<file path="src/rtl/sercom_pkg.sv">
package sercom_pkg;

    localparam logic [2:0] IDX_MODE = 3'd0;
    localparam logic [2:0] IDX_CTRL = 3'd1;
    localparam logic [2:0] IDX_TXD  = 3'd2;
    localparam logic [2:0] IDX_STAT = 3'd3;
    localparam logic [2:0] IDX_RXD  = 3'd4;
    localparam logic [2:0] IDX_QCTL = 3'd5;
    localparam logic [2:0] IDX_PORT = 3'd6;

    localparam logic [7:0] MASK_MODE = 8'h7B;
    localparam logic [7:0] MASK_CTRL = 8'hFA;
    localparam logic [7:0] MASK_PORT = 8'hF3;

    typedef struct packed {
        logic [7:0] mode;
        logic [7:0] ctrl;
        logic [7:0] port;
        logic [1:0] trig;
        logic       tend;
        logic       tde;
        logic       brk;
        logic       rdf;
        logic       dr;
        logic       irq_rx;
        logic       irq_tx;
        logic [7:0] rdata;
        logic       tx_valid;
        logic [7:0] tx_byte;
    } regs_t;

    function automatic int unsigned trig_level(logic [1:0] code);
        case (code)
            2'd0:    return 1;
            2'd1:    return 4;
            2'd2:    return 8;
            default: return 14;
        endcase
    endfunction

endpackage

</file>
<file path="src/rtl/sercom_rxfifo.sv">
module sercom_rxfifo #(
    parameter int DEPTH = 16,
    parameter int DW    = 8
) (
    input  logic                         clk,
    input  logic                         rst_n,
    input  logic                         push,
    input  logic                         pop,
    input  logic                         clr,
    input  logic [DW-1:0]                din,
    output logic [DW-1:0]                dout,
    output logic [$clog2(DEPTH+1)-1:0]   count
);
    localparam int AW = (DEPTH > 1) ? $clog2(DEPTH) : 1;
    localparam int CW = $clog2(DEPTH + 1);

    logic [DW-1:0] mem [DEPTH];
    logic [AW-1:0] head_d, head_q, tail_d, tail_q;
    logic [CW-1:0] cnt_d, cnt_q;

    function automatic logic [AW-1:0] wrap_inc(logic [AW-1:0] p);
        return (p == AW'(DEPTH - 1)) ? '0 : p + 1'b1;
    endfunction

    always_comb begin
        head_d = head_q;
        tail_d = tail_q;
        cnt_d  = cnt_q;
        if (clr) begin
            head_d = '0;
            tail_d = '0;
            cnt_d  = '0;
        end else begin
            if (push) head_d = wrap_inc(head_q);
            if (pop)  tail_d = wrap_inc(tail_q);
            cnt_d = cnt_q + CW'(push) - CW'(pop);
        end
    end

    always_ff @(posedge clk or negedge rst_n) begin
        if (!rst_n) begin
            head_q <= '0;
            tail_q <= '0;
            cnt_q  <= '0;
        end else begin
            head_q <= head_d;
            tail_q <= tail_d;
            cnt_q  <= cnt_d;
        end
    end

    always_ff @(posedge clk) begin
        if (push && !clr) mem[head_q] <= din;
    end

    assign dout  = (cnt_q != '0) ? mem[tail_q] : '0;
    assign count = cnt_q;

    // a simultaneous push and pop keeps the fill level
    a_r12_push_pop_level: assert property (@(posedge clk) disable iff (!rst_n)
        (push && pop && !clr) |=> $stable(cnt_q));

endmodule

</file>
<file path="src/rtl/sercom_regblk.sv">
module sercom_regblk
    import sercom_pkg::*;
#(
    parameter int DEPTH = 16
) (
    input  logic       clk,
    input  logic       rst_n,
    input  logic       wr_en,
    input  logic       rd_en,
    input  logic [2:0] addr,
    input  logic [7:0] wdata,
    output logic [7:0] rdata,
    input  logic       rx_valid,
    input  logic [7:0] rx_byte,
    input  logic       rx_break,
    output logic       tx_valid,
    output logic [7:0] tx_byte,
    output logic       irq_rx,
    output logic       irq_tx
);
    localparam int CW = $clog2(DEPTH + 1);

    regs_t          d, q;
    logic           rd_go, push, pop, clr;
    logic [7:0]     ctrl_eff;
    logic [1:0]     trig_eff;
    logic [CW-1:0]  fifo_cnt, cnt_next, level;
    logic [7:0]     fifo_dout;
    logic [7:0]     stat_val;

    sercom_rxfifo #(.DEPTH(DEPTH), .DW(8)) u_rxq (
        .clk   (clk),
        .rst_n (rst_n),
        .push  (push),
        .pop   (pop),
        .clr   (clr),
        .din   (rx_byte),
        .dout  (fifo_dout),
        .count (fifo_cnt)
    );

    assign stat_val = {1'b0, q.tend, q.tde, q.brk, 2'b00, q.rdf, q.dr};

    always_comb begin
        d          = q;
        d.tx_valid = 1'b0;
        rd_go      = rd_en && !wr_en;
        ctrl_eff   = (wr_en && addr == IDX_CTRL) ? (wdata & MASK_CTRL) : q.ctrl;
        trig_eff   = (wr_en && addr == IDX_QCTL) ? wdata[7:6] : q.trig;
        clr        = wr_en && addr == IDX_QCTL && wdata[1];
        pop        = rd_go && addr == IDX_RXD && fifo_cnt != '0;
        push       = rx_valid && ctrl_eff[4] && (fifo_cnt < CW'(DEPTH)) && !clr;
        cnt_next   = clr ? '0 : fifo_cnt + CW'(push) - CW'(pop);
        level      = CW'(trig_level(trig_eff));

        // host writes
        if (wr_en) begin
            case (addr)
                IDX_MODE: d.mode = wdata & MASK_MODE;
                IDX_PORT: d.port = wdata & MASK_PORT;
                IDX_QCTL: d.trig = wdata[7:6];
                IDX_CTRL: begin
                    d.ctrl   = ctrl_eff;
                    if (!wdata[5]) d.tend = 1'b1;
                    d.irq_tx = wdata[7];
                    if (!wdata[6]) d.irq_rx = 1'b0;
                end
                IDX_TXD: begin
                    d.tx_valid = 1'b1;
                    d.tx_byte  = wdata;
                    d.tde      = 1'b0;
                end
                IDX_STAT: begin
                    d.tend = q.tend & wdata[6];
                    d.tde  = q.tde  & wdata[5];
                    d.brk  = q.brk  & wdata[4];
                    d.rdf  = q.rdf  & wdata[1];
                    d.dr   = q.dr   & wdata[0];
                    if (!wdata[1] || !wdata[0]) d.irq_rx = 1'b0;
                end
                default: ;
            endcase
        end

        // host reads
        if (rd_go) begin
            case (addr)
                IDX_MODE: d.rdata = q.mode;
                IDX_CTRL: d.rdata = q.ctrl;
                IDX_STAT: d.rdata = stat_val;
                IDX_RXD:  d.rdata = fifo_dout;
                IDX_QCTL: d.rdata = {q.trig, 6'b0};
                IDX_PORT: d.rdata = q.port;
                default:  d.rdata = 8'h00;
            endcase
            if (addr == IDX_STAT && q.ctrl[5]) begin
                d.tde  = 1'b1;
                d.tend = 1'b1;
            end
        end

        // receive side events, applied last so that sets win
        if (pop && cnt_next < level) d.rdf = 1'b0;
        if (push) begin
            d.dr = 1'b1;
            if (cnt_next >= level) begin
                d.rdf = 1'b1;
                if (ctrl_eff[6]) d.irq_rx = 1'b1;
            end
        end
        if (rx_break) d.brk = 1'b1;
    end

    always_ff @(posedge clk or negedge rst_n) begin
        if (!rst_n) begin
            q      <= '0;
            q.ctrl <= 8'h20;
            q.tend <= 1'b1;
            q.tde  <= 1'b1;
        end else begin
            q <= d;
        end
    end

    assign rdata    = q.rdata;
    assign tx_valid = q.tx_valid;
    assign tx_byte  = q.tx_byte;
    assign irq_rx   = q.irq_rx;
    assign irq_tx   = q.irq_tx;

    // an outgoing strobe always traces back to a transmit data write
    a_r9_tx_from_write: assert property (@(posedge clk) disable iff (!rst_n)
        tx_valid |-> $past(wr_en && addr == IDX_TXD));

    // the receive interrupt only rises on a cycle that delivered a byte
    a_r6_irq_needs_byte: assert property (@(posedge clk) disable iff (!rst_n)
        $rose(irq_rx) |-> $past(rx_valid));

    // a full queue never grows and drops the extra byte
    a_r3_no_overflow: assert property (@(posedge clk) disable iff (!rst_n)
        (fifo_cnt == CW'(DEPTH) && !pop && !clr) |=> fifo_cnt == CW'(DEPTH));

    // reading an empty queue yields zero
    a_r3_empty_read_zero: assert property (@(posedge clk) disable iff (!rst_n)
        (rd_en && !wr_en && addr == IDX_RXD && fifo_cnt == '0) |=> rdata == 8'h00);

    // a status read with the transmitter enabled restores both empty flags
    a_r10_status_refill: assert property (@(posedge clk) disable iff (!rst_n)
        (rd_en && !wr_en && addr == IDX_STAT && q.ctrl[5]) |=> (q.tde && q.tend));

endmodule

</file>
<file path="config.mk">
export PLATFORM = sky130hd
export DESIGN_NAME = sercom_regblk
export DESIGN_NICKNAME = d
export VERILOG_FILES = /design/src/rtl/sercom_pkg.sv /design/src/rtl/sercom_rxfifo.sv /design/src/rtl/sercom_regblk.sv
export SDC_FILE = /design/constraint.sdc
export NUM_CORES = 1
export LEC_CHECK = 0
export BUFFER_PORTS_ARGS = -buffer_cell sky130_fd_sc_hd__buf_2
export CORE_UTILIZATION = 45
export DETAILED_ROUTE_END_ITERATION = 7
export PLACE_DENSITY_LB_ADDON = 0.25
export SYNTH_ARGS = -nofsm -noshare
export SYNTH_HDL_FRONTEND = slang
export SYNTH_HIERARCHICAL = 1
export SYNTH_SLANG_ARGS = --single-unit
</file>
<file path="constraint.sdc">
create_clock -name clk -period 4.6 [get_ports clk]
set_input_delay 0.46 -clock clk [delete_from_list [all_inputs] [get_ports clk]]
set_output_delay 0.46 -clock clk [all_outputs]
set_load 0.1 [all_outputs]
</file>
# Yosys cells after proc, flatten, opt, wreduce, memory -nomap -nowiden
# Memory sizes are Yosys's and may differ from the RTL's.
# Cells that the tools add are included.
totals:
  register_bits: 57
  mem_bits_rw: 128
  memories: 1
memory_table:
  columns: ["memory", "depth", "word_bits", "rd", "rd_ports_with_merged_regs", "write_ports", "line", "rtl"]
  rows:
  - ["u_rxq.mem", 16, 8, 1, 0, 1, "sercom_rxfifo.sv:17", "logic [DW-1:0] mem [DEPTH];"]
classes:
  add_sub_neg: 4
  n_lt_le_gt_ge: 3
  n_eq_ne: 10
  mux: 33
  n_bitwise: 5
  n_reduce_logical: 34
op_table:
  columns: ["op", "count"]
  rows:
  - ["case mux 8 bit (6 select lines)", 1]
  - ["2-to-1 mux 4 bit", 6]
  - ["2-to-1 mux 9 bit", 2]
  - ["2-to-1 mux 8 bit", 2]
  - ["AND reduction 2 bit", 7]
  - ["logical AND 1 bit", 12]
  - ["case mux 4 bit (3 select lines)", 1]
  - ["nonzero test 2 bit", 6]
  - ["2-to-1 mux 1 bit", 11]
  - ["== test 3 bit (second input constant)", 3]
  - ["adder 4 x 1 -> 4 bit (second input constant)", 2]
  - ["== test 4 bit (second input constant)", 2]
  - ["2-to-1 mux 7 bit", 1]
  - ["== test 3 x 2 -> 1 bit (second input constant)", 2]
  - ["2-to-1 mux 2 bit", 3]
  - ["2-to-1 mux 3 bit", 2]
  - ["case mux 1 bit (2 select lines)", 3]
  - ["adder 5 x 1 -> 5 bit", 1]
  - ["bitwise AND 1 bit", 5]
  - ["greater-or-equal comparator 5 x 4 -> 1 bit", 1]
  - ["< comparator 5 x 4 -> 1 bit", 1]
  - ["< comparator 5 bit (second input constant)", 1]
  - ["2-to-1 mux 5 bit", 1]
  - ["nonzero test 5 bit", 1]
  - ["9 further kinds", 12]

# Depth between registers and ports, before layout
# Gate-level depths: netlist of the first run.
logic_depth:
  word_depth: 14
  ltp_mapped: 17
  ltp_nobuf: 17

# Modules after synthesis
# The synthesis of the first run kept the hierarchy.
by_module_without_submodules:
  columns: ["mod", "instances", "cells_per_inst", "area_per_inst_um2"]
  rows:
  - ["sercom_rxfifo", 1, 333, 5848.1]
  - ["sercom_regblk", 1, 234, 2499.9]

# Worst setup path before layout of the first run
# OpenSTA, ideal clock, no wires.
synth_path:
  kind: "input -> register"
  startpoint: "in addr[0]"
  endpoint: "reg q[20] (netlist bit)"
  t_arrival_ps: 3452
  path_slack_ps: 1006
  path_stages: 13
  n_path_buf: 2
  path_cell_list: "buf_2 clkbuf_1 nor3b_1 nand3_1 inv_1 ha_1 inv_1 ha_1 fa_1 and3b_1 or4_1 a221oi_1 o221ai_1"
synth_rtl:
  columns: ["element", "line", "rtl"]
  rows:
  - ["start: declaration", "sercom_regblk.sv:10", "input logic [2:0] addr,"]
  - ["end: declaration", "sercom_regblk.sv:23", "regs_t d, q;"]

==> reports/qor.txt, run 1 <==
largest net degree at the start of global routing -> 57
Setup CP Type -> flip-flop to flip-flop
top cells by area, synth -> edfxtp_1 (46%), dfrtp_1 (16%), mux4_2 (6.5%), ha_1 (3.1%), mux2i_1 (3.0%)
Overflow after GRT -> 0
# fillers -> 1496
Synth Instances -> 567
Worst Skew -> 0.00801 ns
Required @ worst endpoint -> 4.88 ns
Clock Latency Late Sink -> 0.43 ns
Layout area overhead -> 10.1%
CTS tree -> yes
leading cell types in the layout, fill and taps excluded -> edfxtp_1 (128), dfrtp_1 (52), buf_2 (43), nor2_1 (32), inv_1 (27)
most common cell after layout, fill and taps aside -> edfxtp_1
Sequential Power Share -> 41.6%
Vias -> 4798
critical path fanouts, max -> 6
switching component of the power -> 1780 uW
die height -> 138 microns
flop-to-flop setup slack -> 0.80 ns
Sink Count -> 184
Post-Synthesis Cell Area -> 0.00835 sq mm
Distinct cells, synth -> 61
Maximum Capacitance Violations -> 0
GP Congestion -> 0.871
worst slew pin tran -> 1.17 ns
first-pass GRT wire length -> 27.6 mm
Root Buffer -> clkbuf_16
die area -> 0.0191 sq mm
post-cts resize count -> 0
Post-CTS Hold Fix Bufs -> 0
post-synthesis async set-or-reset flop share -> 30.4%
Slew Viols, Final -> 0
Total GRT Usage -> 19.3%
flops & latches, synth -> 184
vias per cell -> 5.76
total power -> 5030 uW
max frequency -> 0.263 GHz
Pint -> 3250 uW
Post-DP HPWL -> 11.8 mm
Tcrit/Tclk final -> 82.7%
count of final hold-check violations -> 0
register area share after synthesis -> 62.9%
ANT nets after route -> 0
Die W -> 138 microns
Starting Density -> 46.2%
number of buffers inserted by port buffering -> 43
combinational share of power -> 30.9%
clk slew on worst S/H paths -> 0.07 ns
unrepaired setup endpoints after global routing -> no
NumNets Final -> 639
Avg Inst Size Synth -> 14.7 sq um
fin crit period -> 3.80 ns
CP Capture Type -> flip-flop
Setup Buffers After CTS -> 0
Yosys top cell area share -> 46.0%
Placement Cell Area -> 0.00863 sq mm
Avg WL per Cell -> 20.8 microns
CTS Buf Count -> 17
failing checks -> DRC
I/O pin total -> 44
clock buffer depth -> 2
Startpoint Class -> flip-flop
DRT iter0 DRCs -> 316
diode count -> 0
Hold Path Class -> primary input to asynchronous set/reset pin
reg2reg start -> u_rxq/count[3]
Setup violations, final -> 0
sum of negative setup slack -> 0 ns
largest area contributor in the synthesized netlist -> edfxtp_1
number of synthesized flops with an enable pin -> 128
initial antenna violation count -> 0
WP data arrival -> 4.09 ns
Reg2Reg Depth -> 13
core area -> 0.0181 sq mm
ys flop type -> edfxtp_1
Row Count -> 49
status -> finished, violations left
DRT Wirelength -> 17.3 mm
Clock Power Share -> 27.5%
syn nets -> 615
DR pass1 iterations -> 7
worst vdd ir -> 315 uV
number of global-route vias before repair -> 4863
Leakage Power -> 0.00340 uW
worst r2r dst -> q[20]
H-tree levels -> 4
Warnings, synthesis -> 6
relative slew slack -> 21.5%
drt drc -> 8
cell area after layout -> 0.00919 sq mm
Fin Hold WS -> 0.160 ns
layout cell share with drive strength beyond 1 -> 21.2%
switching share of power -> 35.4%
Pwr Density -> 547 mW/mm^2
==> critical path: stages, from the launching register on <==
cell      delay (ns)
dfrtp_1         0.42
inv_1           0.10
ha_1            0.14
or4b_1          0.45
nand3_1         0.12
inv_1           0.12
ha_1            0.30
inv_1           0.04
ha_1            0.20
fa_1            0.43
and3b_1         0.19
or4_1           0.53
a221oi_1        0.44
o221ai_1        0.18
==> per-layer routing <==
| metal | up-vias | wire length [microns] | global-route usage [%] |
|---|---|---|---|
| met1 | 2462 | 7560 | 25.1 |
| met4 | 0 | 314 | 7.10 |
| met2 | 140 | 8720 | 32.4 |
| met3 | 28 | 730 | 3.74 |
| met5 | - | 0 | 0 |
| li1 | 2168 | - | - |
==> kinds of logic (layout without fill, tap and decap cells) <==
group	after synthesis	in the layout	share of synthesized area, %
XOR/XNOR	7	7	0.734
AND/OR/NAND/NOR	122	122	7.81
adder cells (fa/ha/maj)	23	23	3.63
flip-flops	184	184	62.9
buffers and inverters	73	110	4.65
AO/OA/AOI/OAI	79	79	6.79
multiplexers	79	79	13.5
==> state kept, by name, summed over array words and instances, names as in the netlist <==
signal	cells
u_rxq/mem	128
u_rxq/count	5
u_rxq/head_q	4
irq_rx	1
u_rxq/tail_q	4
tx_byte	8
tx_valid	1
q	24
rdata	8
irq_tx	1
==> synth_stat cells, drive strengths merged (5+ instances only) <==
cell type / count
edfxtp: 128
dfrtp: 53
buf: 35
nor2: 32
mux2: 30
inv: 28
mux2i: 25
mux4: 24
nand3: 22
a22oi: 21
ha: 21
nand2: 21
nor2b: 13
o21ai: 12
a21oi: 11
clkbuf: 10
o211ai: 10
nand2b: 8
o31ai: 5
==> per-stage QoR <==
stage	setup WS (ns)	cells	utilization, %
2_1_floorplan	1.01	567	-
3_3_place_gp	0.562	801	47.7
3_5_place_dp	0.478	801	47.7
4_1_cts	0.789	833	50.8
5_1_grt	0.530	833	50.8
6_report	0.797	833	50.8
==> area by class of cell <==
cell class,count,area (sq um),share of cell area [%]
inverters,28,105,1.14
multi-input cells,310,2720,29.6
clock buffers,17,425,4.63
well taps,229,287,3.12
flip-flops and latches,184,5250,57.1
repair buffers,50,268,2.91
clock inverters,15,136,1.48
==> worst max path at each step <==
stage	start	endpoint	slack, ns	depth (start not counted)
CTS	u_rxq/count[2]	q[20]	0.79	13
finish	u_rxq/count[3]	q[20]	0.80	13
global placement	addr[1]	q[20]	0.56	13
global route	u_rxq/count[3]	q[20]	0.53	13
floorplan	addr[0]	q[20]	1.01	13
detailed placement	addr[1]	q[20]	0.48	13
==> power groups by stage <==
stage / clock [uW] / sequential (uW) / combinational (uW)
floorplan: 0 / 2080 / 1240
global placement: 0 / 2120 / 1510
detailed placement: 0 / 2130 / 1550
CTS: 1410 / 2100 / 1560
global route: 1470 / 2120 / 1690
finish: 1380 / 2090 / 1550
No activity file was read; power rests on OpenSTA's default activity.
==> inputs of run 2 (changes only) <==
==> constraint.sdc (replaced) <==
create_clock -name clk -period 3.65 [get_ports clk]
set_input_delay 0.365 -clock clk [delete_from_list [all_inputs] [get_ports clk]]
set_output_delay 0.365 -clock clk [all_outputs]
set_load 0.1 [all_outputs]
==> run 2 against run 1 <==
The flow still finishes with violations (DRC). Maximum frequency is 10% higher. Sequential cell count unchanged. Sequential power grew 23%. Final area is 3.2% higher. Register-to-register slack lost 0.59 ns. Critical path depth rose by 1. Power increased by 32%. Clock skew grew 0.0022 ns. Die area unchanged. Hold slack got worse by 0.13 ns. Final cell count is 3.4% higher. Clock power is 38% higher. Critical endpoint is now irq_rx. Highest routed layer unchanged.
==> reports/qor.txt, run 2 (synthesized netlist as in run 1, its figures left out) <==
flop-to-flop setup slack -> 0.21 ns (-0.59 ns)
DR pass1 iterations -> 7 (unchanged)
I/O pin total -> 44 (unchanged)
first-pass GRT wire length -> 27.9 mm (+1.3%)
placed insts -> 829 (+3.5%)
reg2reg start -> u_rxq/count[2]
leading cell types in the layout, fill and taps excluded -> edfxtp_1 (128), dfrtp_1 (52), buf_2 (43), buf_4 (34), nor2_1 (32)
Avg WL per Cell -> 20.2 microns (-3.1%)
initial antenna violation count -> 0 (unchanged)
Hold Path Class -> primary input to asynchronous set/reset pin
max reg flops -> 128 (unchanged)
NumNets Final -> 667 (+4.4%)
number of global-route vias before repair -> 5067 (+4.2%)
Clock Latency Late Sink -> 0.43 ns (about the same)
Largest Register -> u_rxq/mem
Final Non-Filler Cells -> 861 (+3.4%)
Slew Viols, Final -> 0 (unchanged)
number of buffers inserted by port buffering -> 43 (unchanged)
Total GRT Usage -> 19.6% (+0.25 points)
DRT iter0 DRCs -> 284 (-10%)
status -> finished, violations left
ANT nets after route -> 0 (unchanged)
Vias -> 4855 (+1.2%)
Post-CTS Hold Fix Bufs -> 0 (unchanged)
Top Registers -> u_rxq/mem: 128 flops, q: 24 flops
CTS tree -> yes
vias per cell -> 5.64 (-2.1%)
Post-DP HPWL -> 12.2 mm (+3.3%)
unrepaired setup endpoints after global routing -> no
most common cell after layout, fill and taps aside -> edfxtp_1
Startpoint Class -> flip-flop
crit-path leading delay family -> simple AND/OR/NAND/NOR gates
clk slew on worst S/H paths -> 0.06 ns (about the same)
CTS Buf Count -> 17 (unchanged)
Required @ worst endpoint -> 3.95 ns (-0.93 ns)
Row Count -> 49 (unchanged)
failing checks -> DRC
Layout area overhead -> 13.6%
worst slew pin tran -> 1.11 ns (-0.0603 ns)
Maximum Capacitance Violations -> 0 (unchanged)
layout cell share with drive strength beyond 1 -> 25.2% (+4.0 points)
clock buffer depth -> 2 (unchanged)
Overflow after GRT -> 0 (unchanged)
Setup CP Type -> flip-flop to flip-flop
sum of negative setup slack -> 0 ns (unchanged)
Tcrit/Tclk final -> 94.3% (+12 points)
worst r2r dst -> irq_rx
relative slew slack -> 25.6% (+4.1 points)
DRT Wirelength -> 17.4 mm (+0.16%)
Leakage Power -> 0.00357 uW (+4.9%)
fin crit period -> 3.44 ns (-0.361 ns)
largest net degree at the start of global routing -> 37 (-35%)
worst path cell trace -> inv_1 -> ha_1 -> or4b_1 -> nand3_2 -> inv_1 -> ha_1 -> inv_1 -> ha_1 -> fa_2 -> and3b_1 -> or4_4 -> a221oi_2 -> buf_4 -> o31ai_2
CP Capture Type -> flip-flop
GP Congestion -> 0.819 (-5.9%)
H-tree levels -> 4 (unchanged)
Reg2Reg Depth -> 14 (+1)
CP bufs+invs -> 4 (+1)
max frequency -> 0.291 GHz (+10%)
CP max-delay cell -> or4_4
Sink Count -> 184 (unchanged)
drt drc -> 9 (+1)
Root Buffer -> clkbuf_16
die area -> 0.0191 sq mm (unchanged)
slowest stage delay, CP -> 0.52 ns (about the same)
Starting Density -> 46.2% (unchanged)
Pwr Density -> 699 mW/mm^2 (+28%)
Setup violations, final -> 0 (unchanged)
die height -> 138 microns (unchanged)
critical path fanouts, max -> 2 (-4)
core area -> 0.0181 sq mm (unchanged)
diode count -> 0 (unchanged)
Die W -> 138 microns (unchanged)
worst vdd ir -> 675 uV (+110%)
WP data arrival -> 3.75 ns (-0.34 ns)
count of final hold-check violations -> 0 (unchanged)
Worst Skew -> 0.0102 ns (+0.00220 ns)
# fillers -> 1468 (-1.9%)
==> run 2: power breakdown <==
part / switching (uW) / leakage [uW] / internal (uW) / total, uW
registers: 151 / 0.00183 / 2430 / 2580
logic: 1280 / 0.00145 / 861 / 2140
clock network: 808 / 0.000290 / 1090 / 1900
==> run 2: final cells by class <==
class                           instances  area [sq um]  area share, %
Inverter                               28           105           1.11
Clock buffer                           18           429           4.53
Tap cell                              229           287           3.02
Timing Repair Buffer                   78           490           5.17
Multi-Input combinational cell        310          2740           28.8
Clock inverter                         14           188           1.98
Sequential cell                       184          5250           55.4
==> run 2: timing repair <==
item | CTS | global route
endpoints found under the hold margin | 0 | 0
gates resized for setup | 0 | 5
setup buffers | 0 | 0
setup endpoints to repair | 0 | 2
==> run 2: stage by stage <==
step           instance area [sq um]  hold slack, ns  power (uW)  utilization (%)  setup WS, ns
6_report                        9480          0.0333        6630             52.4         0.208
5_1_grt                         9480          0.0993        6970             52.4       0.00310
4_1_cts                         9470          0.0585        6630             52.3        0.0162
3_3_place_gp                    8850           0.449        4670             48.9        0.0704
2_1_floorplan                   8350          0.0694        4190                -         0.142
3_5_place_dp                    8850           0.459        4720             48.9        0.0326
==> run 2: worst max-delay path by stage <==
| stage | start | end | slack [ns] | cells after the start |
|---|---|---|---|---|
| CTS | u_rxq/count[2] | irq_rx | 0.02 | 14 |
| global placement | u_rxq/count[2] | irq_rx | 0.07 | 14 |
| finish | u_rxq/count[2] | irq_rx | 0.21 | 14 |
| floorplan | u_rxq/count[3] | q[20] | 0.14 | 13 |
| detailed placement | u_rxq/count[2] | irq_rx | 0.03 | 14 |
| global route | u_rxq/count[2] | q[20] | 0.003 | 16 |
==> run 2: worst register-to-register path, cell delays in order, from the launching register on <==
cell,delay (ns)
dfrtp_1,0.38
inv_1,0.08
ha_1,0.15
or4b_1,0.46
nand3_2,0.11
inv_1,0.06
ha_1,0.27
inv_1,0.04
ha_1,0.20
fa_2,0.37
and3b_1,0.19
or4_4,0.52
a221oi_2,0.29
buf_4,0.16
o31ai_2,0.05
==> run 2: metal layers <==
metal / GRT usage [%] / share of wire [%] / routed length (microns)
met5: 0 / 0 / 0
met4: 7.51 / 1.9 / 325
met3: 4.05 / 3.7 / 639
met2: 33.2 / 50 / 8740
met1: 24.8 / 44 / 7650
